[src/rtl/flag_gpio_pkg.sv]
package flag_gpio_pkg;
  localparam int ADDR_W       = 4;
  localparam int NUM_IRQ      = 2;
  localparam int A_FLAG       = 0;
  localparam int A_FLAG_SET   = 1;
  localparam int A_FLAG_CLR   = 2;
  localparam int A_FLAG_TGL   = 3;
  localparam int A_DIR        = 4;
  localparam int A_MASK_BASE  = 5;   // mask k: base+3k write, +1 set, +2 clear
  localparam int A_SENSE      = 11;
  localparam int A_BOTH       = 12;
  localparam int A_POL        = 13;
  localparam int A_PINS       = 14;
endpackage

[src/rtl/flag_gpio_sync.sv]
module flag_gpio_sync #(
  parameter int W = 16
) (
  input  logic         clk_i,
  input  logic         rst_ni,
  input  logic [W-1:0] async_i,
  output logic [W-1:0] sync_o,
  output logic [W-1:0] prev_o
);
  logic [W-1:0] meta_q, sync_q, prev_q;

  always_ff @(posedge clk_i or negedge rst_ni) begin
    if (!rst_ni) begin
      meta_q <= '0;
      sync_q <= '0;
      prev_q <= '0;
    end else begin
      meta_q <= async_i;
      sync_q <= meta_q;
      prev_q <= sync_q;
    end
  end

  assign sync_o = sync_q;
  assign prev_o = prev_q;
endmodule

[src/rtl/flag_gpio_detect.sv]
module flag_gpio_detect #(
  parameter int W = 16
) (
  input  logic [W-1:0] sync_i,
  input  logic [W-1:0] prev_i,
  input  logic [W-1:0] pol_i,
  input  logic [W-1:0] both_i,
  output logic [W-1:0] event_o,
  output logic [W-1:0] level_o
);
  for (genvar i = 0; i < W; i++) begin : g_pin
    logic rise, fall;
    assign rise       = sync_i[i] & ~prev_i[i];
    assign fall       = ~sync_i[i] & prev_i[i];
    assign event_o[i] = both_i[i] ? (rise | fall) : (pol_i[i] ? fall : rise);
    assign level_o[i] = sync_i[i] ^ pol_i[i];
  end
endmodule

[src/rtl/flag_gpio_irq.sv]
module flag_gpio_irq #(
  parameter int W = 16
) (
  input  logic         clk_i,
  input  logic         rst_ni,
  input  logic         wr_i,
  input  logic         set_i,
  input  logic         clr_i,
  input  logic [W-1:0] wdata_i,
  input  logic [W-1:0] flag_i,
  output logic [W-1:0] mask_o,
  output logic         irq_o
);
  logic [W-1:0] mask_q, mask_d;
  logic         mask_en;

  assign mask_en = wr_i | set_i | clr_i;

  always_comb begin
    mask_d = mask_q;
    if (wr_i)  mask_d = wdata_i;
    if (set_i) mask_d = mask_q | wdata_i;
    if (clr_i) mask_d = mask_q & ~wdata_i;
  end

  always_ff @(posedge clk_i or negedge rst_ni) begin
    if (!rst_ni)      mask_q <= '0;
    else if (mask_en) mask_q <= mask_d;
  end

  assign mask_o = mask_q;
  assign irq_o  = |(mask_q & flag_i);

  // set view raises every named bit
  a_r9_mask_set: assert property (@(posedge clk_i) disable iff (!rst_ni)
    set_i |=> ((mask_q & $past(wdata_i)) == $past(wdata_i)));
  // clear view drops every named bit
  a_r9_mask_clr: assert property (@(posedge clk_i) disable iff (!rst_ni)
    clr_i |=> ((mask_q & $past(wdata_i)) == '0));
endmodule

[src/rtl/flag_gpio.sv]
module flag_gpio
  import flag_gpio_pkg::*;
#(
  parameter int N_PINS = 16
) (
  input  logic              clk_i,
  input  logic              rst_ni,
  input  logic              bus_we_i,
  input  logic [ADDR_W-1:0] bus_addr_i,
  input  logic [N_PINS-1:0] bus_wdata_i,
  output logic [N_PINS-1:0] bus_rdata_o,
  input  logic [N_PINS-1:0] pin_i,
  output logic [N_PINS-1:0] pin_o,
  output logic [N_PINS-1:0] pin_oe_o,
  output logic [NUM_IRQ-1:0] irq_o
);
  localparam int W = N_PINS;

  // reset: asserted asynchronously, released on the clock
  logic [1:0] rst_sync_q;
  logic       rst_int_n;
  always_ff @(posedge clk_i or negedge rst_ni) begin
    if (!rst_ni) rst_sync_q <= 2'b00;
    else         rst_sync_q <= {rst_sync_q[0], 1'b1};
  end
  assign rst_int_n = rst_sync_q[1];

  logic [W-1:0] dir_q, sense_q, both_q, pol_q, flag_q;
  logic [W-1:0] flag_d, sw_val;
  logic [W-1:0] sync_w, prev_w, ev_w, lvl_w;
  logic [NUM_IRQ-1:0][W-1:0] mask_w;

  logic wr_flag, wr_set, wr_clr, wr_tgl, wr_dir, wr_sense, wr_both, wr_pol;
  assign wr_flag  = bus_we_i && (bus_addr_i == ADDR_W'(A_FLAG));
  assign wr_set   = bus_we_i && (bus_addr_i == ADDR_W'(A_FLAG_SET));
  assign wr_clr   = bus_we_i && (bus_addr_i == ADDR_W'(A_FLAG_CLR));
  assign wr_tgl   = bus_we_i && (bus_addr_i == ADDR_W'(A_FLAG_TGL));
  assign wr_dir   = bus_we_i && (bus_addr_i == ADDR_W'(A_DIR));
  assign wr_sense = bus_we_i && (bus_addr_i == ADDR_W'(A_SENSE));
  assign wr_both  = bus_we_i && (bus_addr_i == ADDR_W'(A_BOTH));
  assign wr_pol   = bus_we_i && (bus_addr_i == ADDR_W'(A_POL));

  flag_gpio_sync #(.W(W)) u_sync (
    .clk_i(clk_i), .rst_ni(rst_int_n), .async_i(pin_i),
    .sync_o(sync_w), .prev_o(prev_w)
  );

  flag_gpio_detect #(.W(W)) u_detect (
    .sync_i(sync_w), .prev_i(prev_w), .pol_i(pol_q), .both_i(both_q),
    .event_o(ev_w), .level_o(lvl_w)
  );

  for (genvar k = 0; k < NUM_IRQ; k++) begin : g_irq
    localparam int BASE = A_MASK_BASE + 3 * k;
    flag_gpio_irq #(.W(W)) u_irq (
      .clk_i  (clk_i),
      .rst_ni (rst_int_n),
      .wr_i   (bus_we_i && (bus_addr_i == ADDR_W'(BASE))),
      .set_i  (bus_we_i && (bus_addr_i == ADDR_W'(BASE + 1))),
      .clr_i  (bus_we_i && (bus_addr_i == ADDR_W'(BASE + 2))),
      .wdata_i(bus_wdata_i),
      .flag_i (flag_q),
      .mask_o (mask_w[k]),
      .irq_o  (irq_o[k])
    );
  end

  // flag next state: software view, then per-pin mode selection
  always_comb begin
    sw_val = flag_q;
    if (wr_flag) sw_val = bus_wdata_i;
    if (wr_set)  sw_val = flag_q | bus_wdata_i;
    if (wr_clr)  sw_val = flag_q & ~bus_wdata_i;
    if (wr_tgl)  sw_val = flag_q ^ bus_wdata_i;
    flag_d = (dir_q & sw_val)
           | (~dir_q & sense_q & (sw_val | ev_w))
           | (~dir_q & ~sense_q & lvl_w);
  end

  always_ff @(posedge clk_i or negedge rst_int_n) begin
    if (!rst_int_n) begin
      dir_q   <= '0;
      sense_q <= '0;
      both_q  <= '0;
      pol_q   <= '0;
      flag_q  <= '0;
    end else begin
      if (wr_dir)   dir_q   <= bus_wdata_i;
      if (wr_sense) sense_q <= bus_wdata_i;
      if (wr_both)  both_q  <= bus_wdata_i;
      if (wr_pol)   pol_q   <= bus_wdata_i;
      flag_q <= flag_d;
    end
  end

  always_comb begin
    bus_rdata_o = '0;
    case (int'(bus_addr_i))
      A_FLAG:          bus_rdata_o = flag_q;
      A_DIR:           bus_rdata_o = dir_q;
      A_MASK_BASE:     bus_rdata_o = mask_w[0];
      A_MASK_BASE + 3: bus_rdata_o = mask_w[1];
      A_SENSE:         bus_rdata_o = sense_q;
      A_BOTH:          bus_rdata_o = both_q;
      A_POL:           bus_rdata_o = pol_q;
      A_PINS:          bus_rdata_o = sync_w;
      default:         bus_rdata_o = '0;
    endcase
  end

  assign pin_o    = flag_q & dir_q;
  assign pin_oe_o = dir_q;

  // set view leaves unnamed output flags alone
  a_r3_set_untouched: assert property (@(posedge clk_i) disable iff (!rst_int_n)
    wr_set |=> (((flag_q ^ $past(flag_q)) & $past(dir_q) & ~$past(bus_wdata_i)) == '0));
  // level-mode inputs track the detector level
  a_r4_level_follow: assert property (@(posedge clk_i) disable iff (!rst_int_n)
    1'b1 |=> (($past(~dir_q & ~sense_q) & (flag_q ^ $past(lvl_w))) == '0));
  // an edge event always lands, even against a clear
  a_r7_edge_wins: assert property (@(posedge clk_i) disable iff (!rst_int_n)
    ((ev_w & ~dir_q & sense_q) != '0) |=> (($past(ev_w & ~dir_q & sense_q) & ~flag_q) == '0));
  // output flags move only on bus writes
  a_r10_out_hold: assert property (@(posedge clk_i) disable iff (!rst_int_n)
    !bus_we_i |=> (((flag_q ^ $past(flag_q)) & $past(dir_q)) == '0));
endmodule

[config.mk]
export PLATFORM = sky130hd
export DESIGN_NAME = flag_gpio
export DESIGN_NICKNAME = d
export VERILOG_FILES = /design/src/rtl/flag_gpio_pkg.sv /design/src/rtl/flag_gpio_sync.sv /design/src/rtl/flag_gpio_detect.sv /design/src/rtl/flag_gpio_irq.sv /design/src/rtl/flag_gpio.sv
export SDC_FILE = /design/constraint.sdc
export NUM_CORES = 1
export LEC_CHECK = 0
export BUFFER_PORTS_ARGS = -buffer_cell sky130_fd_sc_hd__buf_2
export CORE_ASPECT_RATIO = 0.7
export CORE_MARGIN = 2
export CORE_UTILIZATION = 35
export DETAILED_ROUTE_END_ITERATION = 7
export GPL_TIMING_DRIVEN = 1
export PLACE_DENSITY_LB_ADDON = 0.25
export SLEW_MARGIN = 20
export SYNTH_ARGS = -nofsm -noshare
export SYNTH_HDL_FRONTEND = slang
export SYNTH_SLANG_ARGS = --single-unit
[constraint.sdc]
create_clock -name clk_i -period 15.1 [get_ports clk_i]
set_input_delay 1.51 -clock clk_i [delete_from_list [all_inputs] [get_ports clk_i]]
set_output_delay 1.51 -clock clk_i [all_outputs]
set_load 0.03 [all_outputs]
==> flow_summary.ini <==
[status]
run_status = complete, no violations

[timing]
grt_setup_unrepaired = false
hold_violations = 0
fin_skew_ns = 0.009173
layout_setup_ws_ns = 9.530
period_needed_ns = 5.570
max_slew.worst_pin.slew_ns = 1.151
post-route-period-util_pct = 36.89
worst_rel_slew_slack_pct = 23.30
endpoints_failing_setup = 0
max_slew_violation_count = 0
max_clock_freq_mhz = 179.5
setup-tns-final_ns = 0

[synth]
synth_top_area_cell = sky130_fd_sc_hd__dfrtp_1
synth_nets = 1014
synth-edff-count = 0
post_synth_main_area_contributors = sky130_fd_sc_hd__dfrtp_1, sky130_fd_sc_hd__ha_1, sky130_fd_sc_hd__o21ai_0
synth_area_per_cell_um2 = 10.07
synth_top_area_share_pct = 44.20
ys.warnings.count = 0
netlist_area_pre_place_um2 = 9173
synth-async-reset-ratio_pct = 100.0
postSynthRegisterBits = 162
sequential_fraction_of_the_synthesis_area_pct = 44.20
yosysMostFrequentCell = sky130_fd_sc_hd__dfrtp_1
commonest_cells_post_synth = sky130_fd_sc_hd__dfrtp_1, sky130_fd_sc_hd__nand2_1, sky130_fd_sc_hd__o21ai_0, sky130_fd_sc_hd__inv_1, sky130_fd_sc_hd__ha_1
post_synth_num_cell_types = 50
ys_dominant_reg_cell = sky130_fd_sc_hd__dfrtp_1
synthesis.instances = 911

[cts]
worst_skew_pair.late_latency_ns = 0.44
clkSlewWorstSetupHoldPaths_ns = 0.07
cts_root_buffer = sky130_fd_sc_hd__clkbuf_16
cts-buffers-inserted = 17
buffer_count_from_post_cts_setup_fixing = 0
cts_tree = yes
clock_tree.htree_level_count = 4
cts.sinks = 162
cts_max_path_buffers = 2
cts_hold_buffers = 0
cts_resized = 0

[power_and_ir_drop]
power_frac_seq_pct = 44.4
power_frac_comb_pct = 24.2
clkPwrFrac_pct = 31.4
power.density_nw_per_um2 = 139.1
power.net_switching_uw = 525.4
power_leakage_uw = 0.005134
netSwitchingFraction_pct = 36.09
fin_total_pwr_uw = 1456
power_report.internal_total_uw = 930.5
peakVddDrop_uv = 85.42

[drt]
drt-vias-per-instance = 5.553
wl_per_cell_um = 20.97
drtPass1Iterations = 6
first_iter_violations = 539
drt-total-wl_mm = 27.74
num_vias = 7346
post-route-drc-count = 0
antenna_left = 0

[setup_path]
crit_path_start_kind = input port
worst_r2r_endpoint = u_sync.meta_q[11]
path_class = input port to output pin
critical-path-top-delay-family = simple AND/OR/NAND/NOR gates
critPathMaxStageDelay_ns = 0.96
path_buf_inv = 3
critical_path_arrival_ns = 4.06
end_kind = output pin
cp.required_ns = 13.59
worst-r2r-cell-count = 1
crit_path_frequent_cell = sky130_fd_sc_hd__buf_2
rr_startpoint = rst_sync_q[1]
reg2reg_slack_ns = 13.47
slowest_stage = sky130_fd_sc_hd__nand2b_1
crit_path_cell_trace = buf_2, buf_4, nand2b_1, nor2_8, a222oi_1, o221ai_1, buf_2
worstPathMaxFanout = 38

[place]
port-buffer-count = 88
place.detailed.hpwl_mm = 19.01
pre_cts_setup_slack_ns = 9.621
final_wtd_congestion = 0.8656
post_dp_cell_area_um2 = 9856

[floorplanning]
die_area_um2 = 27540
die_h_um = 139.4
coreArea_um2 = 25690
initial_utilization_pct = 35.71
dieWidth_um = 197.5
row_count = 49
io-pin-count = 89

[global_routing]
first_global_vias = 6977
top_usage_layer = met1
grtUsageMet3_pct = 5.889
global_route.overflow_total = 0
globalRouteMet2Util_pct = 28.56
grtUsageMet1_pct = 31.25
largest_net_degree_at_the_start_of_global_routing = 63
grt_pass1_wl_mm = 42.87
grt_util_all_layers_pct = 20.69
number_of_antenna_violations_at_the_first_check_in_global_routing = 0

[hold_path]
whs_endpoint = u_sync.sync_o[1]
worstHoldPathType = flop to flop
min_from = u_sync.meta_q[1]
min_delay_path_depth = 0

[cells_and_area]
layout.nets = 1082
fillCellCount = 2532
drive_gt1_share_pct = 18.35
areaGrowthSynthToFinish_pct = 14.14
number_of_diodes_added_for_antenna_fixing = 0
stdcell_area_um2 = 10470

[job]
cap_violations = 0
## layout by cell type, fill, tap and decap left out, types with 19 or more instances in the layout
master and count:
sky130_fd_sc_hd__a31oi_1 24, sky130_fd_sc_hd__mux2i_1 40, sky130_fd_sc_hd__nor3_1 19, sky130_fd_sc_hd__nand2_1 119, sky130_fd_sc_hd__ha_1 64, sky130_fd_sc_hd__buf_2 88
sky130_fd_sc_hd__dfrtp_1 161, sky130_fd_sc_hd__a22oi_1 25, sky130_fd_sc_hd__o21ai_0 94, sky130_fd_sc_hd__a22o_1 43, sky130_fd_sc_hd__and2_1 21, sky130_fd_sc_hd__mux2_2 37
sky130_fd_sc_hd__inv_1 66
## registers in the layout, summed over array words and instances, names as in the netlist
| signal | count |
|---|---|
| both_q | 16 |
| flag_q | 16 |
| g_irq.u_irq.mask_o | 32 |
| pin_oe_o | 16 |
| pol_q | 16 |
| rst_sync_q | 2 |
| sense_q | 16 |
| u_sync.meta_q | 16 |
| u_sync.prev_o | 16 |
| u_sync.sync_o | 16 |
## power groups by stage
stage                     Sequential [uW]  Combinational [uW]  Clock (uW)
after global routing                  660                 393         482
final                                 646                 353         457
after floorplan                       619                 249           0
after CTS                             644                 353         465
after detailed placement              651                 351           0
after global placement                652                 343           0
## worst max-delay path by stage
stage / from / end / slack [ns] / cells after the start
finish: bus_addr_i[1] / bus_rdata_o[4] / 9.53 / 7
global route: bus_addr_i[1] / bus_rdata_o[14] / 9.45 / 7
CTS: bus_addr_i[1] / bus_rdata_o[4] / 9.62 / 7
detailed placement: bus_addr_i[1] / bus_rdata_o[4] / 9.62 / 7
global placement: bus_addr_i[1] / bus_rdata_o[14] / 9.65 / 7
floorplan: rst_sync_q[1] / both_q[0] / 10.25 / 0
## metrics by stage
step | hold slack (ns) | util, % | std cells
2_1_floorplan | 0.3312 | - | 911
3_3_place_gp | 0.3335 | 38.37 | 1291
3_5_place_dp | 0.3347 | 38.37 | 1291
4_1_cts | 0.3456 | 40.74 | 1323
5_1_grt | 0.3518 | 40.76 | 1323
6_report | 0.3441 | 40.76 | 1323
## layout make-up
class / count / area [um2] / area share, %
multi-input combinational: 632 / 4611 / 44.04
sequential: 162 / 4058 / 38.75
timing repair buffer: 100 / 530.5 / 5.067
clock buffer: 17 / 425.4 / 4.063
tap: 331 / 414.1 / 3.956
inverter: 66 / 247.7 / 2.366
clock inverter: 15 / 183.9 / 1.757
## metal layers
metal / vias up / share of wire (%)
met5: - / 0
met2: 265 / 41
met1: 3625 / 49
met3: 30 / 8.0
met4: 0 / 1.4
li1: 3426 / -
## cells by family after synthesis
| logic type | after synthesis | share of synthesized area [%] |
|---|---|---|
| xor gates and xnor gates | 16 | 1.528 |
| other | 1 | 0.04088 |
| buffers and inverters | 117 | 5.716 |
| muxes | 79 | 9.276 |
| adders and majority gates | 64 | 8.730 |
| DFF | 162 | 44.20 |
| AOI/OAI and AO/OA | 256 | 19.25 |
| and+or+nand+nor | 216 | 11.27 |
No activity file was read; power rests on OpenSTA's default activity.
